$ cat config.mk
export PLATFORM = sky130hd
export DESIGN_NAME = atomic_issue_regs
export DESIGN_NICKNAME = d
export VERILOG_FILES = /design/src/rtl/atomic_issue_pkg.sv /design/src/rtl/issue_cmd_decode.sv /design/src/rtl/dma_base_table.sv /design/src/rtl/tag_tracker.sv /design/src/rtl/atomic_issue_regs.sv
export SDC_FILE = /design/constraint.sdc
export NUM_CORES = 1
export LEC_CHECK = 0
export BUFFER_PORTS_ARGS = -buffer_cell sky130_fd_sc_hd__buf_2
export CAP_MARGIN = 10
export CORE_MARGIN = 1.5
export CORE_UTILIZATION = 37
export CTS_CLUSTER_DIAMETER = 50
export DETAILED_ROUTE_END_ITERATION = 8
export SYNTH_ARGS = -nofsm -noshare
export SYNTH_HDL_FRONTEND = slang
export SYNTH_HIERARCHICAL = 1
export SYNTH_SLANG_ARGS = --single-unit
$ cat constraint.sdc
create_clock -name clk -period 7.31 [get_ports clk]
set_clock_uncertainty 0.1 [all_clocks]
set_input_delay 0 -clock clk [delete_from_list [all_inputs] [get_ports clk]]
set_output_delay 0 -clock clk [all_outputs]
set_load 0.02 [all_outputs]
$ cat src/rtl/atomic_issue_pkg.sv
package atomic_issue_pkg;
   localparam int CMD_W      = 64;
   localparam int REG_CMD    = 0;
   localparam int REG_STATUS = 1;
   localparam int REG_ERR    = 2;

   typedef struct packed {
      logic [31:0] sector;
      logic [15:0] len;
      logic [7:0]  op;
      logic [7:0]  tag;
   } cmd_word_t;
endpackage

$ cat src/rtl/issue_cmd_decode.sv
module issue_cmd_decode
   import atomic_issue_pkg::*;
#(
   parameter int NTAGS  = 16,
   parameter int ADDR_W = 9,
   localparam int TAG_IW = (NTAGS > 1) ? $clog2(NTAGS) : 1
) (
   input  logic              wr_en,
   input  logic [ADDR_W-1:0] addr,
   input  logic [CMD_W-1:0]  wdata,
   input  logic [NTAGS-1:0]  busy,
   output cmd_word_t         cmd,
   output logic [TAG_IW-1:0] idx,
   output logic              accept,
   output logic              reject
);
   logic is_cmd;
   logic in_range;

   always_comb begin
      cmd      = cmd_word_t'(wdata);
      idx      = cmd.tag[TAG_IW-1:0];
      is_cmd   = wr_en && (addr == ADDR_W'(REG_CMD));
      in_range = ({1'b0, cmd.tag} < 9'(NTAGS));
      accept   = is_cmd && in_range && !busy[idx];
      reject   = is_cmd && !accept;
   end
endmodule

$ cat src/rtl/dma_base_table.sv
module dma_base_table #(
   parameter int NTAGS  = 16,
   parameter int DMA_AW = 48,
   localparam int TAG_IW = (NTAGS > 1) ? $clog2(NTAGS) : 1
) (
   input  logic              clk,
   input  logic              rst_n,
   input  logic              wr_en,
   input  logic [TAG_IW-1:0] wr_idx,
   input  logic [DMA_AW-1:0] wr_data,
   input  logic [TAG_IW-1:0] rd_idx,
   output logic [DMA_AW-1:0] rd_data
);
   logic [DMA_AW-1:0] entry_q [NTAGS];

   for (genvar t = 0; t < NTAGS; t++) begin : g_entry
      always_ff @(posedge clk or negedge rst_n) begin
         if (!rst_n)
            entry_q[t] <= '0;
         else if (wr_en && (wr_idx == TAG_IW'(t)))
            entry_q[t] <= wr_data;
      end
   end

   assign rd_data = entry_q[rd_idx];
endmodule

$ cat src/rtl/tag_tracker.sv
module tag_tracker #(
   parameter int NTAGS = 16,
   localparam int TAG_IW = (NTAGS > 1) ? $clog2(NTAGS) : 1
) (
   input  logic              clk,
   input  logic              rst_n,
   input  logic              issue_en,
   input  logic [TAG_IW-1:0] issue_idx,
   input  logic              done_en,
   input  logic [TAG_IW-1:0] done_idx,
   input  logic              clr_en,
   output logic [NTAGS-1:0]  busy_q,
   output logic [NTAGS-1:0]  status_q
);
   logic [NTAGS-1:0] iss_oh;
   logic [NTAGS-1:0] done_oh;

   always_comb begin
      iss_oh  = issue_en ? (NTAGS'(1) << issue_idx) : '0;
      done_oh = done_en  ? (NTAGS'(1) << done_idx)  : '0;
   end

   always_ff @(posedge clk or negedge rst_n) begin
      if (!rst_n) begin
         busy_q   <= '0;
         status_q <= '0;
      end else begin
         busy_q   <= (busy_q | iss_oh) & ~done_oh;
         // a completion landing with a read survives for the next read
         status_q <= (clr_en ? '0 : status_q) | done_oh;
      end
   end
endmodule

$ cat src/rtl/atomic_issue_regs.sv
module atomic_issue_regs
   import atomic_issue_pkg::*;
#(
   parameter int NTAGS  = 16,
   parameter int DMA_AW = 48,
   parameter int ADDR_W = 9,
   localparam int TAG_IW = (NTAGS > 1) ? $clog2(NTAGS) : 1
) (
   input  logic              clk,
   input  logic              rst_n,
   input  logic              reg_wr,
   input  logic              reg_rd,
   input  logic [ADDR_W-1:0] reg_addr,
   input  logic [63:0]       reg_wdata,
   output logic [63:0]       reg_rdata,
   output logic              reg_rvalid,
   output logic              req_valid,
   output logic [7:0]        req_tag,
   output logic [7:0]        req_op,
   output logic [15:0]       req_len,
   output logic [31:0]       req_sector,
   output logic [DMA_AW-1:0] req_dma,
   input  logic              done_valid,
   input  logic [TAG_IW-1:0] done_tag,
   output logic              irq,
   output logic              cmd_err
);
   if (NTAGS < 1 || NTAGS > 64 || NTAGS != (1 << TAG_IW) && NTAGS > 1)
      $error("NTAGS must be a power of two from 1 to 64");
   if (DMA_AW < 1 || DMA_AW > 64)
      $error("DMA_AW must be 1 to 64");
   if (ADDR_W < TAG_IW + 1 || ADDR_W < 2)
      $error("ADDR_W too small for the table window");

   cmd_word_t         cmd;
   logic [TAG_IW-1:0] cmd_idx;
   logic              accept;
   logic              reject;
   logic [NTAGS-1:0]  busy_q;
   logic [NTAGS-1:0]  status_q;
   logic [DMA_AW-1:0] dma_rd;
   logic [63:0]       status_ext;
   logic              tbl_wr;
   logic              rd_status;
   logic              rd_err;

   always_comb begin
      status_ext            = '0;
      status_ext[NTAGS-1:0] = status_q;
      tbl_wr    = reg_wr && reg_addr[ADDR_W-1];
      rd_status = reg_rd && (reg_addr == ADDR_W'(REG_STATUS));
      rd_err    = reg_rd && (reg_addr == ADDR_W'(REG_ERR));
   end

   issue_cmd_decode #(.NTAGS(NTAGS), .ADDR_W(ADDR_W)) dec_i (
      .wr_en (reg_wr),
      .addr  (reg_addr),
      .wdata (reg_wdata),
      .busy  (busy_q),
      .cmd   (cmd),
      .idx   (cmd_idx),
      .accept(accept),
      .reject(reject)
   );

   dma_base_table #(.NTAGS(NTAGS), .DMA_AW(DMA_AW)) tbl_i (
      .clk    (clk),
      .rst_n  (rst_n),
      .wr_en  (tbl_wr),
      .wr_idx (reg_addr[TAG_IW-1:0]),
      .wr_data(reg_wdata[DMA_AW-1:0]),
      .rd_idx (cmd_idx),
      .rd_data(dma_rd)
   );

   tag_tracker #(.NTAGS(NTAGS)) trk_i (
      .clk      (clk),
      .rst_n    (rst_n),
      .issue_en (accept),
      .issue_idx(cmd_idx),
      .done_en  (done_valid),
      .done_idx (done_tag),
      .clr_en   (rd_status),
      .busy_q   (busy_q),
      .status_q (status_q)
   );

   always_ff @(posedge clk or negedge rst_n) begin
      if (!rst_n) begin
         req_valid  <= 1'b0;
         req_tag    <= '0;
         req_op     <= '0;
         req_len    <= '0;
         req_sector <= '0;
         req_dma    <= '0;
      end else begin
         req_valid <= accept;
         if (accept) begin
            req_tag    <= cmd.tag;
            req_op     <= cmd.op;
            req_len    <= cmd.len;
            req_sector <= cmd.sector;
            req_dma    <= dma_rd;
         end
      end
   end

   always_ff @(posedge clk or negedge rst_n) begin
      if (!rst_n) begin
         reg_rdata  <= '0;
         reg_rvalid <= 1'b0;
         cmd_err    <= 1'b0;
      end else begin
         reg_rvalid <= reg_rd;
         if (reg_rd)
            reg_rdata <= rd_status ? status_ext
                       : rd_err    ? {63'b0, cmd_err}
                       : 64'b0;
         if (reject)
            cmd_err <= 1'b1;
         else if (rd_err)
            cmd_err <= 1'b0;
      end
   end

   assign irq = |status_q;
endmodule

==> reports/metrics.yaml, run 1 <==
number_of_buffers_added_on_ports: 213
wire_per_inst_um: 23.7
worstReg2RegEnd: "trk_i/busy_q[12]"
maxUsedRoutingLayer: "met4"
m1WireLength_um: 44900
cap_violations: 0
share_of_the_cycle_needed_by_the_critical_path_after_routing: 0.534
die-width_um: 338
placement.cell_area_um2: 43100
floorplan.io_pins: 262
post_layout_total_power_w: 0.0142
cts.repair.resized: 0
synth-seq-area-share: 0.563
reg2reg_setup_slack_ns: 3.77
timing_hold_violations_final: 0
vdd.ir_drop.worst_uv: 185
crit_cells: 8
synth_async_sr_flop_share: 1.00
cts_post_setup_buffers_inserted: 0
synth_top_area_cell: "dfrtp_1"
result_of_the_run: "completed"
synth_enable_flop_cells: 0
leakage_power_total_nw: 22.2
drt_drc_violations_left: 0
whs_path_depth: 5
setup_tns_ns: 0
wl_um: 105000
finalInstanceArea_um2: 48300
slew_headroom: 0.230
ys.warnings.count: 6
root_buffer: "clkbuf_16"
dominantRegCellSynth: "dfrtp_1"
worstPathBufferInverterCount: 4
place.gp.congestion: 0.749
grt_pass1_vias: 25700
power_density_nw_per_um2: 293
cpPeakStageDelay_ns: 0.98
clkTransAtPathRegs_ns: 0.06
cts_max_level: 3
drive_above_1_share: 0.532
grt_pass1_wl_um: 161000
cp_slowest_cell: "buf_4"
timing.critical_path.required_ns: 7.77
placement_rows: 122
cts_tree: "built"
ys_ff_latch: 931
timing.critical_path.max_delay_family: "buffers and inverters"
initial_utilization: 0.374
cp_common_cell: "buf_4"
rsz0062_at_grt: "false"
worst-slew-pin-transition_ns: 1.15
finalNonFillerCells: 4412
area_delta_synth_final_pct: 16.7
worst-path-max-fanout: 74
grt_max_degree: 188
die_y_um: 338
core-area_um2: 111000
detailedRoute.firstPassIterationCount: 5
routed-via-count: 23300
met2_wirelength_um: 53700
num_antenna_cells: 0
grt_usage: 0.187
first_iter_violations: 1270
global_route.overflow_total: 0
worst_setup_path_start_kind: "input pin"
die_area_um2: 114000
hold_path_startpoint: "reg_addr[4]"
worstRegToRegCells: 9
worst_min_delay_path_endpoint: "req_valid"
crit_path_cell_trace: "dlygate4sd3_1 > buf_8 > buf_4 > buf_4 > mux4_2 > a22oi_1 > nand2_1 > mux2_2"
initial_antenna_violation_count: 2
critical_path_arrival_ns: 4.36
crit-reg2reg-launch: "trk_i/busy_q[14]"
clock_sink_count: 931
clkLatencyLatePin_ns: 0.70
numPlacedInstances: 4083
mapped_area_um2: 41400
slew_violations: 0
top_area_cell_type_share_of_the_netlist_area: 0.563
setup.worst_path.class: "input pin to register"
endpoint_kind: "register"
cts_inserted_buffers: 117
report.final.setup_viol: 0
hp-class: "input pin to register"
dr_wl_met3_um: 4270
ant_nets: 0
yosys-top-cells-area: "dfrtp_1, mux2_2, mux4_2, buf_4, a22oi_1"
netlist_instances: 2626
fin_nets: 2905
syn-mean-instance-area_um2: 15.8
yosys.cell_types.count: 50
route.detailed.vias_per_inst: 5.28
final.hold.worst_slack_ns: 0.0523
place_hpwl_um: 55600
max-clock-path-buffers: 3
max_freq_mhz: 256
clock_period_minus_final_worst_setup_slack_ns: 3.90
cell type report:
| cell class | count | area (um^2) |
|---|---|---|
| Clock buffer | 163 | 3340 |
| Clock inverter | 57 | 774 |
| Fill cell | 9772 | 62500 |
| Inverter | 2 | 7.51 |
| Multi-Input combinational cell | 1413 | 16500 |
| Sequential cell | 931 | 23300 |
| Tap cell | 1488 | 1860 |
| Timing Repair Buffer | 358 | 2520 |
Yosys cell counts, types with 6 or more instances:
| master | count |
|---|---|
| mux4_2 | 195 |
| mux2_2 | 875 |
| a21o_1 | 9 |
| a31oi_1 | 6 |
| nor4_1 | 6 |
| clkbuf_1 | 95 |
| buf_2 | 96 |
| a21oi_1 | 18 |
| nand2_1 | 54 |
| a22oi_1 | 97 |
| buf_4 | 129 |
| a22o_2 | 6 |
| a22o_1 | 15 |
| nor2_1 | 29 |
| dfrtp_1 | 931 |
metrics by stage:
step	setup slack, ns	util
2_1_floorplan	4.96	-
3_3_place_gp	3.17	0.389
3_5_place_dp	3.12	0.389
4_1_cts	3.27	0.436
5_1_grt	2.95	0.436
6_report	3.41	0.436
cells by family after synthesis:
group | count (synthesis) | synth area share
multiplexers | 1077 | 0.346
other | 1 | 0.0000905
AND/OR/NAND/NOR | 132 | 0.0175
AO/OA/AOI/OAI | 156 | 0.0280
flip-flops | 931 | 0.563
buffers and inverters | 329 | 0.0457
per-layer routing:
layer | vias to the layer above | GRT usage
li1 | 9948 | -
met1 | 12700 | 0.241
met2 | 526 | 0.326
met3 | 146 | 0.0295
met4 | 0 | 0.0485
met5 | - | 0
registers in the layout, indices dropped and copies added, names as in the netlist:
signal / count
req_sector: 32
cmd_err: 1
req_tag: 8
req_dma: 48
reg_rvalid: 1
req_valid: 1
trk_i/status_q: 16
reg_rdata: 16
tbl_i/entry_q: 768
trk_i/busy_q: 16
req_len: 16
req_op: 8
worst register-to-register path: cells and delay by family (launching register included):
kind                   cells  cell delay, ns
DFF                        1            0.38
AOI/OAI and AO/OA          4            0.82
buffers and inverters      2            1.08
and+or+nand+nor            2            0.63
muxes                      1            0.47
repair_timing:
item	4_1_cts	5_1_grt
hold buffers	109	0
setup endpoints to repair	0	0
hold endpoints to repair	961	0
cell usage in the layout, fill, tap and decap left out, types with 11 or more instances in the layout:
master         Yosys  final
dfrtp_1          931    931
clkbuf_1          95     23
mux4_2           195    195
buf_2             96    210
nor2_4             1     12
mux2_2           875    875
nand2_1           54     53
clkbuf_16          0    118
buf_4            129     32
nor2_1            29     18
clkbuf_8           0     23
a22o_1            15     15
dlygate4sd3_1      0    108
a22oi_1           97     97
bufinv_16          0     11
a21oi_1           18     18
conb_1             1     48
worst max path at each step:
stage | start | to | slack (ns)
finish | reg_wdata[0] | req_dma[27] | 3.41
global route | reg_wdata[0] | req_dma[27] | 2.95
CTS | reg_wdata[0] | req_dma[27] | 3.27
detailed placement | reg_wdata[0] | req_dma[27] | 3.12
global placement | reg_wdata[0] | req_dma[26] | 3.17
floorplan | trk_i/busy_q[14] | req_dma[18] | 4.96
power by group:
group / internal [W] / leakage, nW / switching [W]
sequential: 0.00600 / 12.0 / 0.000424
combinational: 0.00110 / 8.17 / 0.000691
clock: 0.00363 / 2.00 / 0.00234
total: 0.0107 / 22.2 / 0.00345
No activity file was read; power rests on OpenSTA's default activity.
==> inputs of run 2 (changes only) <==
Clock period 7.31 ns to 3.5 ns, I/O delays scaled along.
==> run 2 against run 1 <==
  * Worst hold slack lost 0.028 ns
  * Core utilization grew 0.49 points
  * Combinational power grew 120%
  * Routed wire length grew 0.82%
  * Sequential power grew 110%
  * Cell count grew 0.52%
  * Critical path depth grew 1
  * Critical endpoint is now trk_i/busy_q[0]
  * Largest power group unchanged
==> reports/metrics.yaml, run 2 (synthesis results as in run 1) <==
grt_pass1_wl_um: 163000  # was 161000 um
largest_register_ff_count: 768  # unchanged
report.final.setup_viol: 0  # unchanged
max-clock-path-buffers: 3  # unchanged
worst-slew-pin-transition_ns: 0.924  # was 1.15 ns
routed-via-count: 23600  # was 23.3k
slew_headroom: 0.384  # was 0.230
drive_above_1_share: 0.540  # was 0.532
placement.cell_area_um2: 43700  # was 43100 um^2
final.hold.worst_slack_ns: 0.0245  # was 0.0523 ns
setup.worst_path.class: "register to register"  # was input pin to register
number_of_buffers_added_on_ports: 213  # unchanged
die_area_um2: 114000  # unchanged
route.detailed.vias_per_inst: 5.31  # was 5.28
die-width_um: 338  # unchanged
vdd.ir_drop.worst_uv: 399  # was 185 uV
grt_usage: 0.188  # was 0.187
cts.repair.resized: 0  # unchanged
timing_hold_violations_final: 0  # unchanged
reg2reg_setup_slack_ns: 0.15  # was 3.77 ns
worst-path-max-fanout: 33  # was 74
setup_tns_ns: 0  # unchanged
leakage_power_total_nw: 22.5  # was 22.2 nW
clock_sink_count: 931  # unchanged
root_buffer: "clkbuf_16"  # unchanged
wire_per_inst_um: 23.8  # was 23.7 um
cap_violations: 0  # unchanged
grt_pass1_vias: 26400  # was 25.7k
area_delta_synth_final_pct: 18.0  # was 16.7%
share_of_the_cycle_needed_by_the_critical_path_after_routing: 0.957
initial_utilization: 0.374  # unchanged
critical_path_arrival_ns: 3.87  # was 4.36 ns
global_route.overflow_total: 0  # unchanged
finalInstanceArea_um2: 48900  # was 48300 um^2
rsz0062_at_grt: "false"  # unchanged
placement_rows: 122  # unchanged
place.gp.congestion: 0.763  # was 0.749
result_of_the_run: "completed"  # unchanged
drt_drc_violations_left: 0  # unchanged
initial_antenna_violation_count: 2  # unchanged
cts_inserted_buffers: 115  # was 117
place_hpwl_um: 58500  # was 55600 um
ant_nets: 0  # unchanged
cts_tree: "built"  # unchanged
floorplan.io_pins: 262  # unchanged
detailedRoute.firstPassIterationCount: 5  # unchanged
mostFrequentLayoutCell: "dfrtp_1"  # unchanged
final_cell_mix: "dfrtp_1, mux2_2, buf_2"  # unchanged
clkLatencyLatePin_ns: 0.68  # was 0.70 ns
power_density_nw_per_um2: 611  # was 293 nW/um^2
grt_max_degree: 137  # was 188
worst_setup_path_start_kind: "register"  # was input pin
wl_um: 106000  # was 105000 um
cts_max_level: 3  # unchanged
endpoint_kind: "register"  # unchanged
clock_period_minus_final_worst_setup_slack_ns: 3.35
slew_violations: 0  # unchanged
largest-register: "tbl_i/entry_q"  # unchanged
core-area_um2: 111000  # unchanged
cts_post_setup_buffers_inserted: 0  # unchanged
fillerInstances: 9703  # was 9772
max_freq_mhz: 299
clkTransAtPathRegs_ns: 0.06  # about the same
die_y_um: 338  # unchanged
fin_nets: 2930  # was 2905
first_iter_violations: 1572  # was 1270
timing.critical_path.required_ns: 4.02  # was 7.77 ns
hp-class: "input pin to asynchronous set/reset pin"  # was input pin to register
reg_top3: "tbl_i/entry_q (768), req_dma (48), req_sector (32)"  # unchanged
==> run 2: changes by cell type in the layout (fill, tap and decap cells not counted), moves of 5 or more <==
| cell | before | now |
|---|---|---|
| buf_12 | 4 | 31 |
| clkbuf_1 | 23 | 13 |
| clkinv_8 | 7 | 1 |
| clkinvlp_4 | 5 | 10 |
==> run 2: routing by layer <==
layer / GRT usage / wire (um) / up-vias
met1: 0.245 / 45200 / 12700
met5: 0 / 13 / -
li1: - / - / 10000
met4: 0.0610 / 2830 / 2
met2: 0.323 / 53200 / 623
met3: 0.0282 / 4320 / 181
==> run 2: worst max-delay path, stage by stage, from the launching register on <==
cell and delay (ns):
dfrtp_1 0.39, mux4_2 0.46, a22oi_1 0.21, o211ai_1 0.22, nor2_4 0.20, buf_4 0.45
nor3b_2 0.41, a21oi_1 0.13, a21oi_1 0.15, dlygate4sd3_1 0.57
==> run 2: layout make-up <==
cell class	count	area (um^2)	area share
Sequential cell	931	23300	0.477
Multi-Input combinational cell	1413	16500	0.338
Clock buffer	152	3290	0.0673
Timing Repair Buffer	385	3050	0.0625
Tap cell	1488	1860	0.0381
Clock inverter	62	831	0.0170
Inverter	2	7.51	0.000154
Antenna cell	2	5.00	0.000102
==> run 2: path summary, 6_finish.rpt <==
check,endpoint,from,depth (start not counted)
setup / recovery,trk_i/busy_q[0],trk_i/busy_q[12],9
hold / removal,tbl_i/entry_q[320],rst_n,3
setup reg to reg,trk_i/busy_q[0],trk_i/busy_q[12],9
hold reg to reg,tbl_i/entry_q[365],tbl_i/entry_q[365],1
max in group asynchronous,tbl_i/entry_q[676],rst_n,4
min in group clk,tbl_i/entry_q[674],reg_addr[0],4
==> run 2: repair_timing <==
item | in CTS | in global routing
setup endpoints to repair | 0 | 0
hold buffers | 105 | 0
endpoints found under the hold margin | 1439 | 0
==> run 2: through the flow <==
step	util	std cells	setup slack (ns)	power [W]
4_1_cts	0.441	4433	0.230	0.0302
3_5_place_dp	0.394	4114	0.446	0.0174
6_report	0.441	4435	0.151	0.0298
5_1_grt	0.441	4433	0.0147	0.0312
2_1_floorplan	-	2673	1.15	0.0162
3_3_place_gp	0.394	4114	0.652	0.0170
==> run 2: power by group <==
| group | switching, W | leakage [nW] | internal (W) |
|---|---|---|---|
| combinational | 0.00150 | 8.41 | 0.00234 |
| sequential | 0.000875 | 12.0 | 0.0125 |
| clock | 0.00481 | 2.00 | 0.00777 |
| total | 0.00719 | 22.5 | 0.0227 |
